<file path="src/rtl/sic_pkg.sv">
package sic_pkg;
    localparam int SIC_W     = 32;
    localparam int WORD_W    = 10;
    localparam int PT_LO     = 21;
    localparam int PT_HI     = 30;
    localparam int COMB_LINE = 31;

    localparam logic [SIC_W-1:0] PT_MASK =
        ((SIC_W'(1) << (PT_HI + 1)) - 1) & ~((SIC_W'(1) << PT_LO) - 1);

    localparam logic [WORD_W-1:0] W_MSTAT   = 10'd0;
    localparam logic [WORD_W-1:0] W_RAW     = 10'd1;
    localparam logic [WORD_W-1:0] W_MSET    = 10'd2;
    localparam logic [WORD_W-1:0] W_MCLR    = 10'd3;
    localparam logic [WORD_W-1:0] W_SOFTSET = 10'd4;
    localparam logic [WORD_W-1:0] W_SOFTCLR = 10'd5;
    localparam logic [WORD_W-1:0] W_PSET    = 10'd8;
    localparam logic [WORD_W-1:0] W_PCLR    = 10'd9;

    typedef struct packed {
        logic [SIC_W-1:0] level;
        logic [SIC_W-1:0] mask;
        logic [SIC_W-1:0] pen;
    } sic_regs_t;
endpackage

</file>
<file path="src/rtl/sic_route.sv">
module sic_route
    import sic_pkg::*;
(
    input  logic [SIC_W-1:0] level,
    input  logic [SIC_W-1:0] mask,
    input  logic [SIC_W-1:0] pen,
    output logic [SIC_W-1:0] up
);
    for (genvar i = 0; i < SIC_W; i++) begin : g_line
        if (i == COMB_LINE) begin : g_comb
            assign up[i] = |(level & mask);
        end else if (i >= PT_LO && i <= PT_HI) begin : g_pass
            assign up[i] = level[i] & pen[i];
        end else begin : g_off
            assign up[i] = 1'b0;
        end
    end
endmodule

</file>
<file path="src/rtl/sic_rdmux.sv">
module sic_rdmux
    import sic_pkg::*;
(
    input  logic              sel,
    input  logic [WORD_W-1:0] word,
    input  logic [SIC_W-1:0]  level,
    input  logic [SIC_W-1:0]  mask,
    input  logic [SIC_W-1:0]  pen,
    output logic [SIC_W-1:0]  rdata
);
    always_comb begin
        rdata = '0;
        if (sel) begin
            case (word)
                W_MSTAT:   rdata = level & mask;
                W_RAW:     rdata = level;
                W_MSET:    rdata = mask;
                W_SOFTSET: rdata = {{(SIC_W-1){1'b0}}, level[0]};
                W_PSET:    rdata = pen;
                default:   rdata = '0;
            endcase
        end
    end
endmodule

</file>
<file path="src/rtl/sic_passthru.sv">
module sic_passthru
    import sic_pkg::*;
(
    input  logic              clk,
    input  logic              rst_n,
    input  logic [SIC_W-1:0]  irq_in,
    input  logic              bus_sel,
    input  logic              bus_we,
    input  logic [WORD_W-1:0] bus_word,
    input  logic [SIC_W-1:0]  bus_wdata,
    output logic [SIC_W-1:0]  bus_rdata,
    output logic [SIC_W-1:0]  up_irq
);
    sic_regs_t        regs_d, regs_q;
    logic [SIC_W-1:0] up_d, up_q;
    logic [SIC_W-1:0] lvl_w, msk_w, pen_w;
    logic             wr;

    assign wr = bus_sel & bus_we;

    always_comb begin
        regs_d       = regs_q;
        regs_d.level = irq_in;
        if (wr) begin
            case (bus_word)
                W_MSET:    regs_d.mask = regs_q.mask | bus_wdata;
                W_MCLR:    regs_d.mask = regs_q.mask & ~bus_wdata;
                W_SOFTSET: if (|bus_wdata) regs_d.mask[0] = 1'b1;
                W_SOFTCLR: if (|bus_wdata) regs_d.mask[0] = 1'b0;
                W_PSET:    regs_d.pen  = regs_q.pen | (bus_wdata & PT_MASK);
                W_PCLR:    regs_d.pen  = regs_q.pen & ~bus_wdata;
                default:   ;
            endcase
        end
    end

    sic_route u_route (
        .level (regs_d.level),
        .mask  (regs_d.mask),
        .pen   (regs_d.pen),
        .up    (up_d)
    );

    always_ff @(posedge clk or negedge rst_n) begin
        if (!rst_n) begin
            regs_q <= '0;
            up_q   <= '0;
        end else begin
            regs_q <= regs_d;
            up_q   <= up_d;
        end
    end

    assign lvl_w  = regs_q.level;
    assign msk_w  = regs_q.mask;
    assign pen_w  = regs_q.pen;
    assign up_irq = up_q;

    sic_rdmux u_rd (
        .sel   (bus_sel),
        .word  (bus_word),
        .level (lvl_w),
        .mask  (msk_w),
        .pen   (pen_w),
        .rdata (bus_rdata)
    );
endmodule

</file>
<file path="config.mk">
export PLATFORM = sky130hd
export DESIGN_NAME = sic_passthru
export DESIGN_NICKNAME = d
export VERILOG_FILES = /design/src/rtl/sic_pkg.sv /design/src/rtl/sic_route.sv /design/src/rtl/sic_rdmux.sv /design/src/rtl/sic_passthru.sv
export SDC_FILE = /design/constraint.sdc
export NUM_CORES = 1
export LEC_CHECK = 0
export BUFFER_PORTS_ARGS = -buffer_cell sky130_fd_sc_hd__clkbuf_2
export CAP_MARGIN = 20
export CORE_ASPECT_RATIO = 1.75
export CORE_MARGIN = 3
export CORE_UTILIZATION = 40
export CTS_BUF_LIST = sky130_fd_sc_hd__clkbuf_8
export CTS_CLUSTER_SIZE = 30
export DETAILED_ROUTE_END_ITERATION = 10
export GPL_TIMING_DRIVEN = 0
export PLACE_DENSITY = 0.72
export SLEW_MARGIN = 20
export SYNTH_ARGS = -nofsm -noshare
export SYNTH_HDL_FRONTEND = slang
export SYNTH_SLANG_ARGS = --single-unit
</file>
<file path="constraint.sdc">
create_clock -name clk -period 3.2 [get_ports clk]
set_input_delay 0.64 -clock clk [delete_from_list [all_inputs] [get_ports clk]]
set_output_delay 0.64 -clock clk [all_outputs]
set_load 0.05 [all_outputs]
</file>
After elaboration in Yosys (flattened, before gate mapping)
Cells that the tools add are included.
- register bits: 107
- bits in latches: 0
- bits in writable memories: 0
- memory bits (read-only): 0
- input bits: 78
- output and inout bits: 64
- word-level logic and storage cells: 43
- memories kept: 0
- $add $sub $neg: 0
- multipliers: 0
- divide/modulo/power cells: 0
- order comparisons: 0
- equality and inequality tests: 7
- shift-type cells: 0
- multiplexer cells: 8
- bitwise operators: 18
- reductions and logical operators: 5
- operator list (operator ; number):
    $pmux 32 s5 ; 1
    $and 32x32->32 ; 4
    $mux 64 ; 1
    $pmux 32 s2 ; 1
    $reduce_or 32->1 ; 2
    $pmux 31 s2 ; 1
    $mux 32 ; 1
    $not 32->32 ; 1
    $or 32x31->32 ; 1
    $or 32x32->32 ; 1
    $eq 10x2->1 const B ; 2
    $eq 10x3->1 const B ; 2
    $eq 10x4->1 const B ; 2
    $and 1x1->1 ; 11
    $eq 10x1->1 const B ; 1
    $logic_not 10->1 ; 1
    $pmux 1 s4 ; 1
    $mux 1 ; 2
    $reduce_and 2->1 ; 1
    $reduce_bool 2->1 ; 1

Logic depth before layout (Yosys ltp)
Gate-level depths: netlist of run 1.
- depth after elaboration: 6
- gate-level depth with buffers: 8
- gate-level depth less buffers: 7

By module
A second synthesis of run 1 with hierarchy kept.
- cell total of the unflattened synthesis: 489
- area, all modules: 5672.9 um2
- modules (own cells, without submodules) (module ; instances ; cells each ; area each (um2) ; sequential area each (um2)):
    sic_passthru ; 1 ; 314 ; 4341.7 ; 3203.1
    sic_rdmux ; 1 ; 122 ; 949.7 ; 0.0
    sic_route ; 1 ; 53 ; 381.6 ; 0.0

Least setup slack after synthesis of run 1
OpenSTA, ideal clock, no wires.
- path kind: input -> output
- from: input port bus_word[9]
- to: output port bus_rdata[10]
- arrival time: 2.766 ns
- required time: 2.560 ns
- path slack: -0.206 ns
- stages: 7
- buffers on the path: 1
- cells stage by stage: or4_1 nor3_1 clkbuf_1 nand2_1 nand2_1 a222oi_1 nor2_1
- word-level cells in the longest chain between the ends: 3
- elaborated cells on any way between the ends: 7
- those cells by class: 4 x eq/ne; 2 x mux; 1 x reduce/logical
- RTL lines (what ; line ; text):
    start, declared ; sic_passthru.sv:9 ; input logic [WORD_W-1:0] bus_word,
    $eq 10x4->1 (tied with other cells) ; sic_rdmux.sv:14 ; case (word)
    $pmux 32 s5 * ; sic_rdmux.sv:14 ;
    $mux 32 * ; sic_rdmux.sv:13 ; if (sel) begin
    end, declared ; sic_passthru.sv:11 ; output logic [SIC_W-1:0] bus_rdata,
Every way passes the cells marked *; elsewhere a longest branch is shown, timed or not.

Worst setup path in the final report of run 1
- from: input port bus_word[9]
- to: output port bus_rdata[27]
Same word-level chain as after synthesis.

==> results of run 1 <==
flip-flops by register name, indices dropped and copies added, names as in the netlist:
| signal | cells |
|---|---|
| pen_w | 32 |
| lvl_w | 32 |
| msk_w | 32 |
| up_irq | 11 |
metal layers:
metal	wire length, microns	part of all wire	track usage	up-vias
li1	-	-	-	2265
met1	6390	0.35	0.276	2523
met2	9470	0.51	0.440	314
met3	1430	0.078	0.0482	87
met4	1110	0.060	0.138	0
met5	0	0	0	-
final cells by class:
cell class,count,area (sq um),share of cell area
Tap cell,171,214,0.0300
Timing Repair Buffer,130,1000,0.141
Buffer,50,367,0.0513
Clock inverter,5,55.1,0.00771
Sequential cell,107,2680,0.375
Multi-Input combinational cell,398,2670,0.373
Clock buffer,10,138,0.0193
Inverter,4,18.8,0.00263
final timing paths:
path | startpoint | endpoint | slack (ps)
worst max-delay path | bus_word[9] | bus_rdata[27] | 30
worst min-delay path | rst_n | up_irq[29] | 170
worst max register to register | msk_w[11] | up_irq[31] | 1510
worst min register to register | pen_w[28] | pen_w[28] | 530
max in group asynchronous | rst_n | up_irq[22] | 2390
min in group clk | irq_in[1] | lvl_w[1] | 400
cell families (layout without fill, tap and decap cells):
family / Yosys count / in the layout / synth area share
AND/OR/NAND/NOR: 225 / 225 / 0.191
buffers and inverters: 54 / 199 / 0.0566
multiplexers: 30 / 30 / 0.0636
flip-flops: 107 / 107 / 0.504
AO/OA/AOI/OAI: 122 / 122 / 0.184
other: 1 / 21 / 0.000706
repair_timing:
| item | 4_1_cts | 5_1_grt |
|---|---|---|
| buffers inserted | 4 | 2 |
| gates resized for setup | 107 | 87 |
| endpoints found under the hold margin | 0 | 0 |
| pin swaps | 5 | 8 |
| setup endpoints to repair | 32 | 32 |
| cloned | 3 | 0 |
worst register-to-register path: stages (launching register included):
cell and delay (ps):
dfrtp_1 420, nand2_1 180, a41oi_1 80, a31o_1 220, a311oi_2 200, nand4_1 150
a311o_1 330
power by group:
group          internal (mW)  switching (mW)  leakage, nW
registers               1.38          0.0110         1.42
logic                 0.0849           0.206         1.82
clock network          0.376           0.460       0.0995
total                   1.84           0.676         3.34
per-stage QoR:
step / hold WS (ps) / instances / util
after floorplan: 344 / 559 / -
after global placement: 502 / 850 / 0.482
after detailed placement: 508 / 851 / 0.485
after CTS: 182 / 873 / 0.535
after global routing: 196 / 875 / 0.552
final: 170 / 875 / 0.552
cells in the final DEF (no fill, tap or decap), types with 4 or more instances in the layout:
master,instances
a21oi_1,8
buf_4,33
a31oi_1,21
nand4_1,7
a222oi_1,33
o21ai_0,4
mux2_2,30
conb_1,21
clkbuf_1,8
nor3_2,4
clkbuf_2,89
a221oi_1,4
nand3_1,6
inv_1,4
a22o_1,14
dfrtp_1,107
and2_1,12
nor4_1,12
nand2_1,131
nor2_2,13
clkbuf_8,14
clkbuf_4,4
buf_6,8
a22oi_1,6
nor2_1,5
nor2_4,21
buf_2,5
buf_8,28
a21boi_0,22
==> flow_summary_export.csv, run 1 <==
group,metric,value,unit
timing,hold_violations,0,
global_routing,grt_pass1_wl,27800,microns
clock_tree,cts_buffers,9,
drt,via_count,5189,
placement,place_ws,-821,ps
placement,place_congestion,0.934,
clock_tree,cts.sinks,107,
hold_path,hp-class,"input port to asynchronous set/reset pin",
final_layout,diodes,0,
clock_tree,h-tree-depth,3,
final_layout,final_layout_size_suffix_gt1_frac,0.381,
setup_path,crit_required,2560,ps
power,power_density,352,mW/mm^2
clock_tree,cts.hold.buffers_added,0,
clock_tree,cts_tree,"yes",
global_routing,grt-ovfl-total,0,
logic_synthesis,synth_area_leaders,"dfrtp_1 50%, nand2_1 9.4%, mux2_2 6.4%",
timing,setup_ws,26.4,ps
setup_path,ff2ff_path_depth,6,
clock_tree,clk_pin_slew,100,ps
floorplan,ioPinCount,142,
timing,fmax,315,MHz
setup_path,cp_cell_sequence,"clkbuf_2 -> or4b_4 -> nor2_8 -> buf_8 -> nor2_2 -> a21oi_2 -> o21ai_4 -> buf_8 -> nor2_2 -> buf_8",
drt,wl_per_cell,21.0,microns
final_layout,area_growth,34.5,%
floorplan,rows,55,
drt,viasPerCell,5.93,
setup_path,cp-start-kind,"input port",
timing,skew,11.8,ps
logic_synthesis,synth_edf_count,0,
power,vdd_drop_max,0.258,mV
setup_path,cp_data_arrival_time,2530,ps
drt,drtPass1Iterations,6,
timing,period_needed,3170,ps
setup_path,critPathMaxStageDelay,590,ps
timing,final_min_period_over_clock_period,0.992,
final_layout,final_nets,778,
final_layout,final_area,0.00714,sq mm
logic_synthesis,avgSynthCellArea,9.85,sq um
logic_synthesis,yosysSeqAreaShare,0.504,
global_routing,grt_usage,0.248,
global_routing,antenna_found_initial,0,
setup_path,cpLargestDelayFamily,"simple AND/OR/NAND/NOR gates",
floorplan,die_y,158,microns
timing,tns,0,ps
clock_tree,clock_latency,380,ps
status,status,"finished, final reports clean",
placement,dpl.hpwl,13500,microns
final_layout,fillerInstances,1168,
clock_tree,max-clock-path-buffers,2,
global_routing,first_global_vias,5169,
logic_synthesis,syn-cell-area,0.00531,sq mm
setup_path,end_kind,"output port",
logic_synthesis,synth_top_flop_cell,"dfrtp_1",
setup_path,critPathMaxFanout,8,
timing,maxSlewViolCount,0,
drt,routed_wl,18400,microns
floorplan,die_area,0.0147,sq mm
placement,placedInstanceArea,0.00627,sq mm
logic_synthesis,synth_top_area_share,0.504,
timing,tightest_slew,766,ps
flow_run,maxCapViolCount,0,
global_routing,grt_max_degree,64,
power,power.leakage,3.34,nW
timing,relSlewSlack,0.486,
logic_synthesis,yosysWarningCount,0,
setup_path,crit_slowest_cell,"or4b_4",
logic_synthesis,ys_ff_latch,107,
logic_synthesis,yosysUniqueCellTypes,42,
drt,drt_iter0_drc,567,
power,total_power,2.51,mW
setup_path,worst-path-buf-inv,4,
drt,ant_nets,0,
logic_synthesis,async_reset_ff_frac,1.00,
clock_tree,cts_root_buf,"clkbuf_8",
setup_path,path_class,"input port to output port",
setup_path,cpMostUsedCell,"buf_8",
timing,setup_viol,0,
drt,drc,0,
logic_synthesis,synth_most_common_cell,"nand2_1",
placement,port_buffers,120,
floorplan,die_w,93.1,microns
floorplan,start_util,0.410,
logic_synthesis,synth_common_cells,"133 x nand2_1, 107 x dfrtp_1, 38 x nor2_1",
setup_path,cp.depth,10,
logic_synthesis,yosys.area.top_type,"dfrtp_1",
floorplan,core_area,0.0129,sq mm
logic_synthesis,syn_inst,539,
Note: power is estimated with default switching activity, not from simulation.
==> inputs of run 2 (changes only) <==
--- a/config.mk
+++ b/config.mk
@@ -10,7 +10,7 @@
 export CORE_ASPECT_RATIO = 1.75
 export CORE_MARGIN = 3
 export CORE_UTILIZATION = 40
-export CTS_BUF_LIST = sky130_fd_sc_hd__clkbuf_8
+export CTS_BUF_LIST = sky130_fd_sc_hd__clkbuf_16
 export CTS_CLUSTER_SIZE = 30
 export DETAILED_ROUTE_END_ITERATION = 10
 export GPL_TIMING_DRIVEN = 0
==> flow_summary_export.csv, run 2 (synthesis results as in run 1) <==
group,metric,value,unit
clock_tree,cts_buffers,9,
timing,tightest_slew,752,ps
setup_path,crit_slowest_cell,"or4b_4",
setup_path,cp_cell_sequence,"clkbuf_2 -> or4b_4 -> nor2_8 -> buf_8 -> nor2_2 -> a21oi_2 -> o21ai_4 -> buf_8 -> nor2_2 -> clkbuf_8",
setup_path,cp-start-kind,"input port",
global_routing,antenna_found_initial,0,
timing,fmax,317,MHz
setup_path,rrSetupSlack,1530,ps
final_layout,final_layout_size_suffix_gt1_frac,0.374,
floorplan,die_w,93.1,microns
timing,final_min_period_over_clock_period,0.985,
power,p_int,2.06,mW
power,vdd_drop_max,0.264,mV
drt,drt_iter0_drc,522,
clock_tree,max-clock-path-buffers,2,
clock_tree,clk_pin_slew,70,ps
floorplan,ioPinCount,142,
flow_run,maxCapViolCount,0,
power,power_density,386,mW/mm^2
floorplan,core_area,0.0129,sq mm
power,power.leakage,3.37,nW
timing,maxSlewViolCount,0,
placement,port_buffers,120,
setup_path,critPathMaxFanout,8,
global_routing,grt_pass1_wl,27900,microns
final_layout,diodes,0,
setup_path,cp_data_arrival_time,2510,ps
placement,place_ws,-821,ps
placement,dpl.hpwl,13500,microns
clock_tree,cts_root_buf,"clkbuf_16",
drt,routed_wl,18200,microns
global_routing,first_global_vias,5196,
power,p_sw,0.697,mW
setup_path,critPathCapture,"bus_rdata[16]",
drt,via_count,5198,
clock_tree,cts_tree,"yes",
hold_path,hp-class,"input port to asynchronous set/reset pin",
floorplan,die_area,0.0147,sq mm
final_layout,final_area,0.00715,sq mm
final_layout,finish.utilization,0.552,
timing,period_needed,3150,ps
global_routing,grt_max_degree,64,
timing,hold_violations,0,
setup_path,end_kind,"output port",
timing,skew,6.66,ps
power,pwr-share-clk,0.391,
setup_path,path_class,"input port to output port",
global_routing,grt-ovfl-total,0,
placement,place_congestion,0.934,
drt,drc,0,
final_layout,fillerInstances,1180,
power,pwr-share-comb,0.105,
setup_path,startpoint,"bus_word[9]",
placement,placedInstanceArea,0.00627,sq mm
timing,setup_viol,0,
setup_path,ff2ff_path_depth,6,
setup_path,critPathMaxStageDelay,590,ps
timing,fin_hold_ws,212,ps
floorplan,start_util,0.410,
clock_tree,clock_latency,350,ps
drt,wl_per_cell,20.8,microns
final_layout,final_common_cell,"nand2_1",
setup_path,reg2reg_to,"up_irq[31]",
power,swShare,0.253,
setup_path,crit_required,2560,ps
clock_tree,cts.sinks,107,
final_layout,instances_no_fill,875,
timing,setup_ws,46.7,ps
power,seq_power_share,0.504,
setup_path,r2r_start,"msk_w[11]",
timing,relSlewSlack,0.496,
floorplan,rows,55,
drt,viasPerCell,5.94,
clock_tree,h-tree-depth,3,
status,status,"finished, final reports clean",
drt,ant_nets,0,
floorplan,die_y,158,microns
final_layout,area_growth,34.6,%
drt,drtPass1Iterations,8,
final_layout,layout_common_cells,"131 x nand2_1, 107 x dfrtp_1, 89 x clkbuf_2",
global_routing,grt_usage,0.249,
placement,placed_cells,851,
final_layout,final_nets,778,
run 2: through the flow:
stage	TNS, ps	power (mW)
2_1_floorplan	-3090	1.53
3_3_place_gp	-22170	1.68
3_5_place_dp	-21680	1.69
4_1_cts	-20.5	2.77
5_1_grt	-8.15	2.84
6_report	0	2.76
run 2: how the worst min path moves through the flow:
stage | from | endpoint | slack (ps) | depth (start not counted)
finish | rst_n | up_irq[29] | 210 | 1
global route | rst_n | up_irq[29] | 240 | 1
CTS | rst_n | up_irq[29] | 230 | 1
detailed placement | pen_w[23] | pen_w[23] | 510 | 1
global placement | pen_w[21] | pen_w[21] | 500 | 1
floorplan | rst_n | lvl_w[0] | 340 | 0
run 2: worst max-delay path: cells and delay by family:
kind	cells	cell delay (ps)
compound gates	2	370
buf+inv	4	610
simple gates	4	890
run 2: timing repair:
| action | CTS | global route |
|---|---|---|
| cloned | 3 | 0 |
| hold buffers | 0 | 0 |
| endpoints found under the hold margin | 0 | 0 |
| resized for setup | 107 | 60 |
| buffers inserted | 4 | 2 |
| setup endpoints to repair | 32 | 32 |
| pin swaps | 5 | 6 |
run 2: area by class of cell:
| class | instances | area (sq um) | area share |
|---|---|---|---|
| inverter | 4 | 15.0 | 0.00210 |
| buffer | 50 | 367 | 0.0513 |
| multi-input combinational | 398 | 2610 | 0.365 |
| sequential | 107 | 2680 | 0.375 |
| clock buffer | 9 | 225 | 0.0315 |
| clock inverter | 6 | 58.8 | 0.00823 |
| tap | 171 | 214 | 0.0299 |
| timing repair buffer | 130 | 980 | 0.137 |
run 2: power groups by stage:
stage	Sequential, mW	Clock [mW]	Combinational (mW)
floorplan	1.42	0	0.115
global placement	1.41	0	0.267
detailed placement	1.42	0	0.276
CTS	1.39	1.09	0.282
global route	1.39	1.14	0.306
finish	1.39	1.08	0.289
run 2: routing by layer:
layer	wire length [microns]	global-route usage
met5	0	0
met4	1110	0.145
met3	1350	0.0468
met2	9420	0.438
met1	6350	0.280
==> inputs of run 3 (changes only) <==
==> constraint.sdc (replaced) <==
create_clock -name clk -period 3.7 [get_ports clk]
set_input_delay 0.555 -clock clk [delete_from_list [all_inputs] [get_ports clk]]
set_output_delay 0.555 -clock clk [all_outputs]
set_load 0.05 [all_outputs]
==> flow_summary_export.csv, run 3 (synthesis results as in run 1) <==
group,metric,value,unit
setup_path,crit_required,3140,ps
floorplan,ioPinCount,142,
status,status,"finished, final reports clean",
clock_tree,cts_buffers,9,
final_layout,final_common_cell,"nand2_1",
final_layout,final_nets,769,
setup_path,end_kind,"output port",
global_routing,antenna_found_initial,0,
final_layout,final_area,0.00658,sq mm
placement,port_buffers,120,
clock_tree,h-tree-depth,3,
power,p_sw,0.626,mW
clock_tree,cts_setup_buffers,0,
timing,maxSlewViolCount,0,
power,swShare,0.253,
drt,via_count,5036,
drt,wl_per_cell,20.7,microns
global_routing,grt_usage,0.245,
drt,viasPerCell,5.81,
hold_path,hp-class,"input port to asynchronous set/reset pin",
final_layout,finish.utilization,0.509,
timing,tightest_slew,841,ps
floorplan,die_w,93.1,microns
drt,drtPass1Iterations,7,
global_routing,first_global_vias,5179,
final_layout,diodes,0,
final_layout,multi_input_area,0.00242,sq mm
timing,skew,7.96,ps
drt,ant_nets,0,
floorplan,rows,55,
drt,drc,0,
placement,dpl.hpwl,13700,microns
floorplan,die_area,0.0147,sq mm
drt,drt_iter0_drc,548,
timing,setup_ws,119,ps
clock_tree,clock_latency,350,ps
final_layout,fillerInstances,1288,
floorplan,start_util,0.410,
setup_path,path_class,"input port to output port",
placement,place_congestion,0.930,
power,total_power,2.48,mW
timing,grt_setup_unrepaired,"yes",
final_layout,final_layout_size_suffix_gt1_frac,0.305,
floorplan,die_y,158,microns
setup_path,critPathMaxStageDelay,510,ps
setup_path,crit_slowest_cell,"nor4_1",
clock_tree,cts.sinks,107,
timing,fmax,279,MHz
final_layout,area_growth,23.9,%
clock_tree,clk_pin_slew,70,ps
clock_tree,cts_root_buf,"clkbuf_16",
power,p_int,1.85,mW
power,power.leakage,3.21,nW
drt,routed_wl,18000,microns
final_layout,layout_common_cells,"133 x nand2_1, 127 x clkbuf_2, 107 x dfrtp_1",
final_layout,regArea,0.00268,sq mm
flow_run,maxCapViolCount,0,
power,vdd_drop_max,0.227,mV
timing,period_needed,3580,ps
clock_tree,ctsResizeCount,4,
timing,setup_viol,0,
global_routing,grt_pass1_wl,27500,microns
timing,final_min_period_over_clock_period,0.968,
setup_path,cp_data_arrival_time,3030,ps
power,power_density,377,mW/mm^2
clock_tree,cts_tree,"yes",
power,pwr-share-clk,0.418,
setup_path,cp_cell_sequence,"clkbuf_2 -> nor4_1 -> nand2_1 -> nor2_1 -> clkbuf_1 -> a222oi_1 -> nor2_1 -> clkbuf_2",
power,seq_power_share,0.484,
timing,relSlewSlack,0.436,
placement,placedInstanceArea,0.00623,sq mm
setup_path,cp-start-kind,"input port",
clock_tree,max-clock-path-buffers,2,
timing,hold_violations,0,
timing,fin_hold_ws,152,ps
placement,place_ws,-257,ps
global_routing,grt_max_degree,57,
clock_tree,cts.hold.buffers_added,0,
power,pwr-share-comb,0.098,
global_routing,grt-ovfl-total,0,
setup_path,critPathMaxFanout,10,
floorplan,core_area,0.0129,sq mm
## run 3: cell types whose count changed in the layout (fill, tap and decap cells not counted), sizes merged
| cell | before | now |
|---|---|---|
| clkbuf | 124 | 150 |
| bufinv | 1 | 2 |
| clkinvlp | 1 | 2 |
| buf | 65 | 30 |
| inv | 5 | 4 |
## run 3: per-stage QoR
stage	TNS [ps]	std cells
2_1_floorplan	0	559
3_3_place_gp	-2530	850
3_5_place_dp	-3390	851
4_1_cts	0	867
5_1_grt	-92.6	867
6_report	0	867
## run 3: worst max-delay path: cells and delay by family
kind,cells,cell delay (ps)
buf+inv,3,840
compound gates,1,140
simple gates,4,1480
## run 3: metal layers
metal / global-route usage / up-vias / routed length (microns)
met2: 0.435 / 287 / 9230
met4: 0.126 / 0 / 859
li1: - / 2240 / -
met5: 0 / - / 0
met1: 0.282 / 2435 / 6730
met3: 0.0397 / 74 / 1140
## run 3: area by class of cell
| cell class | count | area share |
|---|---|---|
| Timing Repair Buffer | 121 | 0.0968 |
| Multi-Input combinational cell | 398 | 0.368 |
| Inverter | 4 | 0.00228 |
| Sequential cell | 107 | 0.407 |
| Tap cell | 171 | 0.0325 |
| Buffer | 50 | 0.0449 |
| Clock inverter | 7 | 0.0141 |
| Clock buffer | 9 | 0.0342 |
## run 3: power by group through the flow
stage               combinational, mW  sequential (mW)  clock (mW)
floorplan                      0.0991             1.23           0
global placement                0.231             1.22           0
detailed placement              0.238             1.22           0
CTS                             0.239             1.20        1.04
global route                    0.257             1.20        1.09
finish                          0.243             1.20        1.04
## run 3: final timing paths
path / startpoint / endpoint / slack [ps] / cells past startpoint
min reg2reg: pen_w[28] / pen_w[28] / 530 / 1
min: rst_n / pen_w[15] / 150 / 1
min in group clk: irq_in[10] / lvl_w[10] / 350 / 1
max: bus_word[5] / bus_rdata[23] / 120 / 8
max in group asynchronous: rst_n / msk_w[14] / 2900 / 2
max reg2reg: msk_w[11] / up_irq[31] / 2010 / 6
